===== src/rtl/smute_pkg.sv =====
package smute_pkg;
  typedef enum logic [1:0] {
    ST_SILENT = 2'd0,
    ST_OPEN   = 2'd1,
    ST_FALL   = 2'd2,
    ST_RISE   = 2'd3
  } env_state_e;
endpackage


===== src/rtl/smute_tick.sv =====
module smute_tick #(
  parameter int BASE_DIV = 4,
  parameter int SEL_W    = 2
) (
  input  logic             clk,
  input  logic             rst_n,
  input  logic [SEL_W-1:0] sel,
  output logic             tick
);
  localparam int MAX_DIV = BASE_DIV << ((1 << SEL_W) - 1);
  localparam int CW      = $clog2(MAX_DIV + 1);

  logic [CW-1:0] cnt_q, cnt_d, div;

  always_comb begin
    div   = CW'(BASE_DIV) << sel;
    tick  = (cnt_q >= div - CW'(1));
    cnt_d = tick ? '0 : cnt_q + CW'(1);
  end

  always_ff @(posedge clk or negedge rst_n) begin
    if (!rst_n) cnt_q <= '0;
    else        cnt_q <= cnt_d;
  end
endmodule


===== src/rtl/smute_curve.sv =====
module smute_curve #(
  parameter int HALF   = 32,
  parameter int GAIN_W = 16,
  parameter int POS_W  = 7
) (
  input  logic [POS_W-1:0]  pos,
  output logic [GAIN_W-1:0] gain
);
  localparam int FULL  = 2 * HALF;
  localparam int IDX_W = $clog2(HALF);
  localparam logic [GAIN_W-1:0] MAXG = '1;
  localparam logic [GAIN_W-1:0] MIDG = GAIN_W'(1) << (GAIN_W - 1);

  function automatic logic [GAIN_W-1:0] lower_half(input int i);
    longint unsigned x, n, num, den;
    x   = longint'(i);
    n   = longint'(FULL);
    num = ((longint'(1) << GAIN_W) - 1) * (3 * x * x * n - 2 * x * x * x);
    den = n * n * n;
    return GAIN_W'(num / den);
  endfunction

  logic [GAIN_W-1:0] lut [HALF];

  for (genvar i = 0; i < HALF; i++) begin : g_lut
    assign lut[i] = lower_half(i);
  end

  logic [POS_W-1:0] mirror;

  always_comb begin
    mirror = POS_W'(FULL) - pos;
    if (pos < POS_W'(HALF))       gain = lut[pos[IDX_W-1:0]];
    else if (pos == POS_W'(HALF)) gain = MIDG;
    else                          gain = MAXG - lut[mirror[IDX_W-1:0]];
  end
endmodule


===== src/rtl/smute_seq.sv =====
module smute_seq
  import smute_pkg::*;
#(
  parameter int FULL  = 64,
  parameter int POS_W = 7
) (
  input  logic             clk,
  input  logic             rst_n,
  input  logic             tick,
  input  logic             req,
  output logic [POS_W-1:0] pos,
  output logic             busy,
  output logic             muted
);
  env_state_e       st_q, st_d;
  logic [POS_W-1:0] pos_q, pos_d;

  always_comb begin
    st_d  = st_q;
    pos_d = pos_q;
    if (tick) begin
      unique case (st_q)
        ST_SILENT: if (!req) st_d = ST_RISE;
        ST_OPEN:   if (req)  st_d = ST_FALL;
        ST_FALL: begin
          pos_d = pos_q - POS_W'(1);
          if (pos_q == POS_W'(1)) st_d = ST_SILENT;
        end
        ST_RISE: begin
          pos_d = pos_q + POS_W'(1);
          if (pos_q == POS_W'(FULL - 1)) st_d = ST_OPEN;
        end
        default: st_d = ST_SILENT;
      endcase
    end
  end

  always_ff @(posedge clk or negedge rst_n) begin
    if (!rst_n) begin
      st_q  <= ST_SILENT;
      pos_q <= '0;
    end else begin
      st_q  <= st_d;
      pos_q <= pos_d;
    end
  end

  assign pos   = pos_q;
  assign busy  = (st_q == ST_FALL) || (st_q == ST_RISE);
  assign muted = (st_q == ST_SILENT);
endmodule


===== src/rtl/smute_mult.sv =====
module smute_mult #(
  parameter int SAMP_W = 24,
  parameter int GAIN_W = 16
) (
  input  logic                     clk,
  input  logic                     rst_n,
  input  logic                     en,
  input  logic signed [SAMP_W-1:0] in_s,
  input  logic [GAIN_W-1:0]        gain,
  output logic signed [SAMP_W-1:0] out_s
);
  localparam int PW = SAMP_W + GAIN_W + 2;
  localparam logic signed [PW-1:0] RND  = PW'(1) << (GAIN_W - 1);
  localparam logic signed [PW-1:0] MAXS = (PW'(1) << (SAMP_W - 1)) - PW'(1);
  localparam logic signed [PW-1:0] MINS = -(PW'(1) << (SAMP_W - 1));

  logic [GAIN_W:0]           g_eff;
  logic signed [PW-1:0]      prod, shf;
  logic signed [SAMP_W-1:0]  sat, out_q, out_d;

  always_comb begin
    g_eff = {1'b0, gain} + {{GAIN_W{1'b0}}, gain[GAIN_W-1]};
    prod  = $signed(in_s) * $signed({1'b0, g_eff});
    shf   = (prod + RND) >>> GAIN_W;
    if (shf > MAXS)      sat = MAXS[SAMP_W-1:0];
    else if (shf < MINS) sat = MINS[SAMP_W-1:0];
    else                 sat = shf[SAMP_W-1:0];
    out_d = en ? sat : out_q;
  end

  always_ff @(posedge clk or negedge rst_n) begin
    if (!rst_n) out_q <= '0;
    else        out_q <= out_d;
  end

  assign out_s = out_q;
endmodule


===== src/rtl/smute_env.sv =====
module smute_env #(
  parameter int SAMP_W   = 24,
  parameter int GAIN_W   = 16,
  parameter int HALF     = 32,
  parameter int BASE_DIV = 4,
  parameter int SYNC_N   = 2
) (
  input  logic              clk,
  input  logic              rst_n,
  input  logic              mute_pin_n,
  input  logic              bus_we,
  input  logic [1:0]        bus_mute,
  input  logic              split_en,
  input  logic [1:0]        ramp_sel,
  input  logic              in_valid,
  input  logic [SAMP_W-1:0] in_l,
  input  logic [SAMP_W-1:0] in_r,
  output logic              out_valid,
  output logic [SAMP_W-1:0] out_l,
  output logic [SAMP_W-1:0] out_r,
  output logic [GAIN_W-1:0] gain_l,
  output logic [GAIN_W-1:0] gain_r,
  output logic [1:0]        busy,
  output logic [1:0]        muted
);
  localparam int FULL  = 2 * HALF;
  localparam int POS_W = $clog2(FULL + 1);
  localparam int NCH   = 2;

  // pin synchronizer, idle level is high (no request)
  logic [SYNC_N-1:0] sync_q, sync_d;
  always_comb sync_d = {sync_q[SYNC_N-2:0], mute_pin_n};
  always_ff @(posedge clk or negedge rst_n) begin
    if (!rst_n) sync_q <= '1;
    else        sync_q <= sync_d;
  end
  logic pin_req;
  assign pin_req = ~sync_q[SYNC_N-1];

  // committed software mute bits
  logic [1:0] cmt_q, cmt_d;
  always_comb cmt_d = bus_we ? bus_mute : cmt_q;
  always_ff @(posedge clk or negedge rst_n) begin
    if (!rst_n) cmt_q <= '0;
    else        cmt_q <= cmt_d;
  end

  logic [NCH-1:0] req;
  always_comb begin
    req[0] = pin_req | cmt_q[0];
    req[1] = pin_req | (split_en ? cmt_q[1] : cmt_q[0]);
  end

  logic tick;
  smute_tick #(.BASE_DIV(BASE_DIV), .SEL_W(2)) u_tick (
    .clk(clk), .rst_n(rst_n), .sel(ramp_sel), .tick(tick)
  );

  logic        [GAIN_W-1:0] gain_a [NCH];
  logic signed [SAMP_W-1:0] smp_a  [NCH];
  logic signed [SAMP_W-1:0] res_a  [NCH];
  assign smp_a[0] = $signed(in_l);
  assign smp_a[1] = $signed(in_r);

  for (genvar c = 0; c < NCH; c++) begin : g_ch
    logic [POS_W-1:0] pos;
    smute_seq #(.FULL(FULL), .POS_W(POS_W)) u_seq (
      .clk(clk), .rst_n(rst_n), .tick(tick), .req(req[c]),
      .pos(pos), .busy(busy[c]), .muted(muted[c])
    );
    smute_curve #(.HALF(HALF), .GAIN_W(GAIN_W), .POS_W(POS_W)) u_curve (
      .pos(pos), .gain(gain_a[c])
    );
    smute_mult #(.SAMP_W(SAMP_W), .GAIN_W(GAIN_W)) u_mult (
      .clk(clk), .rst_n(rst_n), .en(in_valid), .in_s(smp_a[c]),
      .gain(gain_a[c]), .out_s(res_a[c])
    );
  end

  logic vld_q, vld_d;
  always_comb vld_d = in_valid;
  always_ff @(posedge clk or negedge rst_n) begin
    if (!rst_n) vld_q <= 1'b0;
    else        vld_q <= vld_d;
  end

  assign out_valid = vld_q;
  assign out_l     = res_a[0];
  assign out_r     = res_a[1];
  assign gain_l    = gain_a[0];
  assign gain_r    = gain_a[1];
endmodule


===== config.mk =====
export PLATFORM = sky130hd
export DESIGN_NAME = smute_env
export DESIGN_NICKNAME = d
export VERILOG_FILES = /design/src/rtl/smute_pkg.sv /design/src/rtl/smute_tick.sv /design/src/rtl/smute_curve.sv /design/src/rtl/smute_seq.sv /design/src/rtl/smute_mult.sv /design/src/rtl/smute_env.sv
export SDC_FILE = /design/constraint.sdc
export NUM_CORES = 2
export LEC_CHECK = 0
export BUFFER_PORTS_ARGS = -buffer_cell sky130_fd_sc_hd__buf_4
export CORE_ASPECT_RATIO = 1.5
export CORE_MARGIN = 2
export CORE_UTILIZATION = 50
export DETAILED_ROUTE_END_ITERATION = 16
export PLACE_DENSITY_LB_ADDON = 0.05
export SYNTH_ARGS = -nofsm -noshare
export SYNTH_HDL_FRONTEND = slang
export SYNTH_SLANG_ARGS = --single-unit
export TNS_END_PERCENT = 5

===== constraint.sdc =====
create_clock -name clk -period 9.9 [get_ports clk]
set_input_delay 0.495 -clock clk [delete_from_list [all_inputs] [get_ports clk]]
set_output_delay 0.495 -clock clk [all_outputs]
set_load 0.02 [all_outputs]

# ---- Word-level counts from Yosys, hierarchy flattened
# Memory sizes are Yosys's and may differ from the RTL's.
# Index checks and enable logic that the tools add are counted.
dict set report word_totals {
  regBits 77
  rom_bits 2048
  input_bits 58
  memories 4
}
dict set report classes {
  addsub 14
  n_mul 2
  n_lt_le_gt_ge 11
  n_eq_ne 20
  shifts 1
  muxes 30
  bitwise 7
  n_reduce_logical 10
}
# memory words word_bits rd rd_ports_with_merged_regs write_ports line_no
set mem_list {}
lappend mem_list {{(no name shown)} 32 16 1 0 0 smute_curve.sv:33} ;# if (pos < POS_W'(HALF)) gain = lut[pos[IDX_W-1:0]];
lappend mem_list {{(no name shown)} 32 16 1 0 0 smute_curve.sv:35} ;# else gain = MAXG - lut[mirror[IDX_W-1:0]];
lappend mem_list {{(no name shown)} 32 16 1 0 0 smute_curve.sv:33}
lappend mem_list {{(no name shown)} 32 16 1 0 0 smute_curve.sv:35}
# operator n
set ops {}
lappend ops {{two-way mux 16 bit} 12}
lappend ops {{two-way mux 24 bit} 4}
lappend ops {{adder 42 x 17 -> 42 bit, second input constant} 2}
lappend ops {{multiplier 24 x 18 -> 42 bit} 2}
lappend ops {{> comparator 26 x 24 -> 1 bit, second input constant} 2}
lappend ops {{< comparator 26 x 24 -> 1 bit, second input constant} 2}
lappend ops {{adder 16 x 1 -> 17 bit} 2}
lappend ops {{subtractor 16 bit, first input constant} 2}
lappend ops {{== test 7 x 6 -> 1 bit, second input constant} 4}
lappend ops {{one-hot mux 7 bit (2 select lines)} 2}
lappend ops {{greater-or-equal comparator 6 bit, second input constant} 4}
lappend ops {{inverter 5 -> 6 bit} 4}
lappend ops {{two-way mux 2 bit} 8}
lappend ops {{one-hot mux 2 bit (4 select lines)} 2}
lappend ops {{adder 7 x 1 -> 7 bit, second input constant} 2}
lappend ops {{== test 7 x 1 -> 1 bit, second input constant} 2}
lappend ops {{< comparator 7 x 6 -> 1 bit, second input constant} 2}
lappend ops {{subtractor 7 x 1 -> 7 bit, second input constant} 2}
lappend ops {{inequality test 2 x 1 -> 1 bit, second input constant} 6}
lappend ops {{AND reduction 5 bit} 2}
lappend ops {{subtractor 1 x 5 -> 5 bit, first input constant} 2}
lappend ops {{== test 2 bit, second input constant} 4}
lappend ops {{adder 6 x 1 -> 6 bit, second input constant} 1}
lappend ops {{greater-or-equal comparator 6 bit} 1}
lappend ops {{12 further kinds} 19}

# ---- Depth between registers and ports, before layout
dict set report depth {
  word_depth 14
  ltp_mapped 50
}

# ---- Modules after synthesis
# From an unflattened synthesis, not the netlist that was laid out.
dict set report unflattened {
  cells_unflattened 4338
  area_unflattened_um2 37910.1
}
# mod n_inst cells_per_inst area_per_inst_um2
set modules_own_cells {}
lappend modules_own_cells {{smute_mult at g_ch[1].u_mult} 1 1823 16402.0}
lappend modules_own_cells {{smute_mult at g_ch[0].u_mult} 1 1800 16284.4}
lappend modules_own_cells {{smute_curve at g_ch[0].u_curve} 1 265 1726.7}
lappend modules_own_cells {{smute_curve at g_ch[1].u_curve} 1 270 1702.9}
lappend modules_own_cells {smute_seq 2 67 635.6}
lappend modules_own_cells {smute_tick 1 36 352.8}
lappend modules_own_cells {smute_env 1 10 170.2}

# ---- Least setup slack after synthesis
# Ideal clock, no wire load.
dict set report synth_path {
  kind {register -> register}
  startpoint {reg g_ch[0].u_seq.pos_q[0]}
  endpoint {reg g_ch[0].u_mult.out_q[22]}
  arrival_time_ns 11.288
  required_ns 9.774
  path_slack_ns -1.514
  stages_incl_launch_ff 48
  path_cell_list {dfrtp_1 > clkbuf_1 > inv_1 > ha_1 > clkbuf_1 > inv_1 > ha_1 > clkbuf_1 > clkbuf_1 > clkbuf_1 > a311oi_1 > nor3_1 > ha_1 > o2111ai_1 > a221oi_1 > a211oi_2 > nor3_1 > nand2_1 > [... 12 more ...] > fa_1 > inv_1 > ha_1 > clkbuf_1 > a21oi_1 > o21bai_1 > a21o_1 > nand3_1 > a21oi_1 > or4_1 > a31oi_4 > o31ai_4 > a311oi_1 > xor2_1 > a21o_1 > and2_4 > buf_6 > o22ai_2}
}
dict set report synth_between {
  elab_chain_len 14
  elab_cells_between_ends 21
}
# element line_no
set synth_lines {}
lappend synth_lines {{start, declared} smute_seq.sv:16} ;# logic [POS_W-1:0] pos_q, pos_d;
lappend synth_lines {{start signal, assigned} smute_seq.sv:44} ;# pos_q <= pos_d;
lappend synth_lines {{subtractor 1 x 5 -> 5 bit} smute_curve.sv:32} ;# mirror = POS_W'(FULL) - pos;
lappend synth_lines {{inverter 5 -> 6 bit (not written as such)} smute_curve.sv:35}
lappend synth_lines {{memory read (32 x 16 bit)} --}
lappend synth_lines {{two-way mux 16 bit (not written as such) (2 in a row)} smute_curve.sv:35}
lappend synth_lines {{subtractor 16 bit} smute_curve.sv:35}
lappend synth_lines {{two-way mux 16 bit} smute_curve.sv:34} ;# else if (pos == POS_W'(HALF)) gain = MIDG;
lappend synth_lines {{two-way mux 16 bit (*)} smute_curve.sv:33}
lappend synth_lines {{named net gain_l[0]} smute_env.sv:21} ;# output logic [GAIN_W-1:0] gain_l,
lappend synth_lines {{adder 16 x 1 -> 17 bit (*)} smute_mult.sv:22} ;# g_eff = {1'b0, gain} + {{GAIN_W{1'b0}}, gain[GAIN_W-1]};
lappend synth_lines {{multiplier 24 x 18 -> 42 bit (*)} smute_mult.sv:23} ;# prod = $signed(in_s) * $signed({1'b0, g_eff});
lappend synth_lines {{adder 42 x 17 -> 42 bit (*)} smute_mult.sv:24} ;# shf = (prod + RND) >>> GAIN_W;
lappend synth_lines {{< comparator 26 x 24 -> 1 bit} smute_mult.sv:26} ;# else if (shf < MINS) sat = MINS[SAMP_W-1:0];
lappend synth_lines {{two-way mux 24 bit} smute_mult.sv:26}
lappend synth_lines {{two-way mux 24 bit (*)} smute_mult.sv:25} ;# if (shf > MAXS) sat = MAXS[SAMP_W-1:0];
lappend synth_lines {{end signal, assigned} smute_mult.sv:33} ;# else out_q <= out_d;
lappend synth_lines {{end, declared} smute_mult.sv:19} ;# logic signed [SAMP_W-1:0] sat, out_q, out_d;
# Mark *: on every way through the listed nets, which the timed path passes. The rest lies on a longest branch. The select of a mux whose other input is x is not followed.
# A chain may end at the register's enable or synchronous reset.

# ---- Final worst setup path
dict set report layout_path {
  startpoint {reg g_ch[0].u_seq.pos_q[0]}
  endpoint {reg g_ch[0].u_mult.out_q[5]}
}
dict set report layout_between {
  elab_chain_len 14
  elab_cells_between_ends 21
}
# element line_no
set layout_lines {}
lappend layout_lines {{subtractor 1 x 5 -> 5 bit} smute_curve.sv:32}
lappend layout_lines {{inverter 5 -> 6 bit (not written as such)} smute_curve.sv:35}
lappend layout_lines {{memory read (32 x 16 bit)} --}
lappend layout_lines {{two-way mux 16 bit (not written as such) (2 in a row)} smute_curve.sv:35}
lappend layout_lines {{subtractor 16 bit} smute_curve.sv:35}
lappend layout_lines {{two-way mux 16 bit} smute_curve.sv:34}
lappend layout_lines {{two-way mux 16 bit (*)} smute_curve.sv:33}
lappend layout_lines {{adder 16 x 1 -> 17 bit (*)} smute_mult.sv:22}
lappend layout_lines {{multiplier 24 x 18 -> 42 bit (*)} smute_mult.sv:23}
lappend layout_lines {{adder 42 x 17 -> 42 bit (*)} smute_mult.sv:24}
lappend layout_lines {{< comparator 26 x 24 -> 1 bit} smute_mult.sv:26}
lappend layout_lines {{two-way mux 24 bit} smute_mult.sv:26}
lappend layout_lines {{two-way mux 24 bit (*)} smute_mult.sv:25}
# Every way passes the cells marked *; elsewhere a longest branch is shown, timed or not. The select of a mux whose other input is x is not followed.

==> results.yml <==
run_status:
  status: "completed"
clock_tree:
  clk_pin_slew_ps: 70
  cts_buffers: 9
  clk_path_buf_depth: 2
  htree_levels: 3
  clock_latency_ps: 360
  cts_root_buffer: "clkbuf_16"
  cts_tree: "done"
  clkSinkCount: 77
final_layout:
  utilization: 0.5776
  final_nets: 5818
  design_area_mm2: 0.04311
  drive_above_1_share: 0.1397
  syn_to_final_growth_pct: 14.82
  antenna_cells: 0
placement:
  placed_cell_area_mm2: 0.04162
  io_buffers: 142
  place_congestion: 0.9744
  pre_cts_ws_ps: -24.00
  dpl.hpwl_mm: 93.47
worst_setup_path:
  worstRegToRegCells: 43
  crit_path_max_incr_delay_ps: 630
  crit_required_ps: 10150
  crit_type: "reg2reg"
  r2r_slack_ps: 180
  cp_max_fo: 10
  start_kind: "register"
  r2r_start: "g_ch[0].u_seq.pos[0]$_DFFE_PN0P_"
  cp_slowest_cell: "fa_1"
  setup.worst_path.end_class: "register"
  crit_arrival_ps: 9970
  timing.rr.end: "g_ch[0].u_mult.out_s[5]$_DFFE_PN0P_"
yosys:
  synthCells: 4393
  synth_top_area_frac: 0.4266
  synthSimpleGateAreaFrac: 0.1678
  synth.area.top_cells: "fa_1 43%, ha_1 10%, inv_1 9.8%"
  ys_ff_latch: 77
  synth_top_family_by_area: "adder cells"
  ys_types: 91
  syn_avg_cell_area_um2: 8.546
  yosysSeqAreaShare: 0.05139
  synth_edf_count: 0
  synth_most_common_cell: "inv_1"
  synth_fa_ha_area_frac: 0.5285
  ys_async_sr_fraction: 1.000
  synth_common_cells: "983 x inv_1, 800 x fa_1, 626 x nand2_1, 348 x and2_1, 305 x ha_1"
  synth_mux_area_frac: 0.009464
  synth_xor_area_frac: 0.02753
  synth-compound-area-share: 0.09281
  yosys_warnings: 0
  synthFlopType: "dfrtp_1"
  synth.largest_area_cell: "fa_1"
  syn_area_mm2: 0.03754
  synthesis.nets: 5556
floorplan:
  die_h_um: 339.6
  core_area_mm2: 0.07464
  num_io_pins: 143
  start_util: 0.5030
  rows: 123
  die-area_mm2: 0.07734
  die_x_um: 227.7
detailed_routing:
  via_per_inst: 5.373
  wl_mm: 113.0
  ant_nets: 0
  drc: 0
  via_count: 30410
  first_pass_iters: 5
  dr.first_iter.drc_count: 1592
  wire_per_inst_um: 19.97
hold_path:
  whs_path_depth: 1
  min_from: "mute_pin_n"
  min_path_type: "in2reg"
  hold_end: "sync_q[0]$_DFF_PN1_"
timing:
  setup_ws_ps: 175.5
  rsz0062_at_grt: "yes"
  report.final.hold_viol_count: 0
  post-route-period-util: 0.9823
  skew_ps: 7.944
  fin_crit_ps: 9724
  tightest_slew_ps: 819.2
  drv_slew: 0
  setup_violations: 0
  fmax_mhz: 102.8
  relSlewSlack: 0.4539
global_routing:
  grt_use_total: 0.2928
  grt_overflow: 0
  grt_pass1_vias: 32530
  grt_max_degree: 60
  antenna_found_initial: 0
  grt_first_pass_wirelength_mm: 178.0
flow_run:
  cap_violations: 0
final cells by class:
| type | instances | area, um2 |
|---|---|---|
| Clock buffer | 12 | 246.5 |
| Inverter | 988 | 3724 |
| Tap cell | 1000 | 1251 |
| Fill cell | 7032 | 31530 |
| Timing Repair Buffer | 468 | 4151 |
| Sequential cell | 77 | 1936 |
| Multi-Input combinational cell | 3111 | 31770 |
| Clock inverter | 4 | 32.53 |
metal layers:
metal | vias to the layer above | track usage | share of wire
li1 | 13840 | - | -
met1 | 15540 | 0.3530 | 0.39
met2 | 817 | 0.5313 | 0.52
met3 | 221 | 0.02562 | 0.039
met4 | 0 | 0.1310 | 0.051
met5 | - | 0 | 0
cells by family after synthesis:
| group | count (synthesis) |
|---|---|
| AND/OR/NAND/NOR | 1315 |
| multiplexers | 31 |
| AO/OA/AOI/OAI | 541 |
| adder cells (fa/ha/maj) | 1106 |
| flip-flops | 77 |
| buffers and inverters | 1208 |
| XOR/XNOR | 115 |
cell usage in the layout (no fill, tap or decap), drive strengths merged, types with 17 or more instances in the layout:
cell    netlist  final
inv         984    984
fa          800    800
nand2       626    626
buf          36    456
and2        350    353
ha          305    305
a21oi       168    168
nor2        141    141
o21ai       116    116
dfrtp        75     75
xnor2        71     71
a21o         56     56
and3         46     46
xor2         44     44
nand3        32     32
a31oi        28     28
nor3         24     24
clkbuf      184     23
mux2i        22     22
nand4        20     20
o22ai        18     18
o211ai       17     17
o21bai       17     17
worst max-delay path, delay by kind of cell (launching register included):
family	cells	cell delay, ps
adders and majority gates	9	3500
AOI/OAI and AO/OA	13	2290
and+or+nand+nor	8	1410
buffers and inverters	10	1180
xor gates and xnor gates	2	500
DFF	1	440
muxes	1	260
state kept, by name (all words and copies together) (netlist names):
name	cells
g_ch.u_seq.st_q	4
g_ch.u_seq.pos	14
u_tick.cnt_q	6
out_valid	1
sync_q	2
g_ch.u_mult.out_s	48
cmt_q	2
per-stage QoR:
step,hold slack [ps],std cells,setup TNS [ps]
2_1_floorplan,199.4,4393,-6.029
3_3_place_gp,346.6,5584,-105.1
3_5_place_dp,346.8,5584,-66.89
4_1_cts,230.9,5604,0
5_1_grt,235.7,5660,-2170
6_report,242.4,5660,0
worst max path at each step:
stage | slack (ps) | start | depth (start not counted) | endpoint
2_1_floorplan | -6 | g_ch[0].u_seq.pos[0]$_DFFE_PN0P_ | 48 | g_ch[0].u_mult.out_s[22]$_DFFE_PN0P_
3_3_place_gp | -60 | g_ch[0].u_seq.pos[0]$_DFFE_PN0P_ | 37 | g_ch[0].u_mult.out_s[22]$_DFFE_PN0P_
3_5_place_dp | -20 | g_ch[0].u_seq.pos[0]$_DFFE_PN0P_ | 36 | g_ch[0].u_mult.out_s[18]$_DFFE_PN0P_
4_1_cts | 20 | g_ch[0].u_seq.pos[1]$_DFFE_PN0P_ | 36 | g_ch[0].u_mult.out_s[18]$_DFFE_PN0P_
5_1_grt | -140 | g_ch[0].u_seq.pos[1]$_DFFE_PN0P_ | 42 | g_ch[0].u_mult.out_s[5]$_DFFE_PN0P_
6_report | 180 | g_ch[0].u_seq.pos[0]$_DFFE_PN0P_ | 43 | g_ch[0].u_mult.out_s[5]$_DFFE_PN0P_
timing repair:
action	in CTS	in global routing
endpoints found under the setup margin	23	46
pin swaps	1	57
resized for setup	3	103
hold buffers	1	0
hold endpoints to repair	16	0
buffers inserted	3	42
gates cloned	0	14
Power is left out: the tool's default activity adds up to more than one toggle a clock period on the data nets, which glitch-free logic cannot reach.
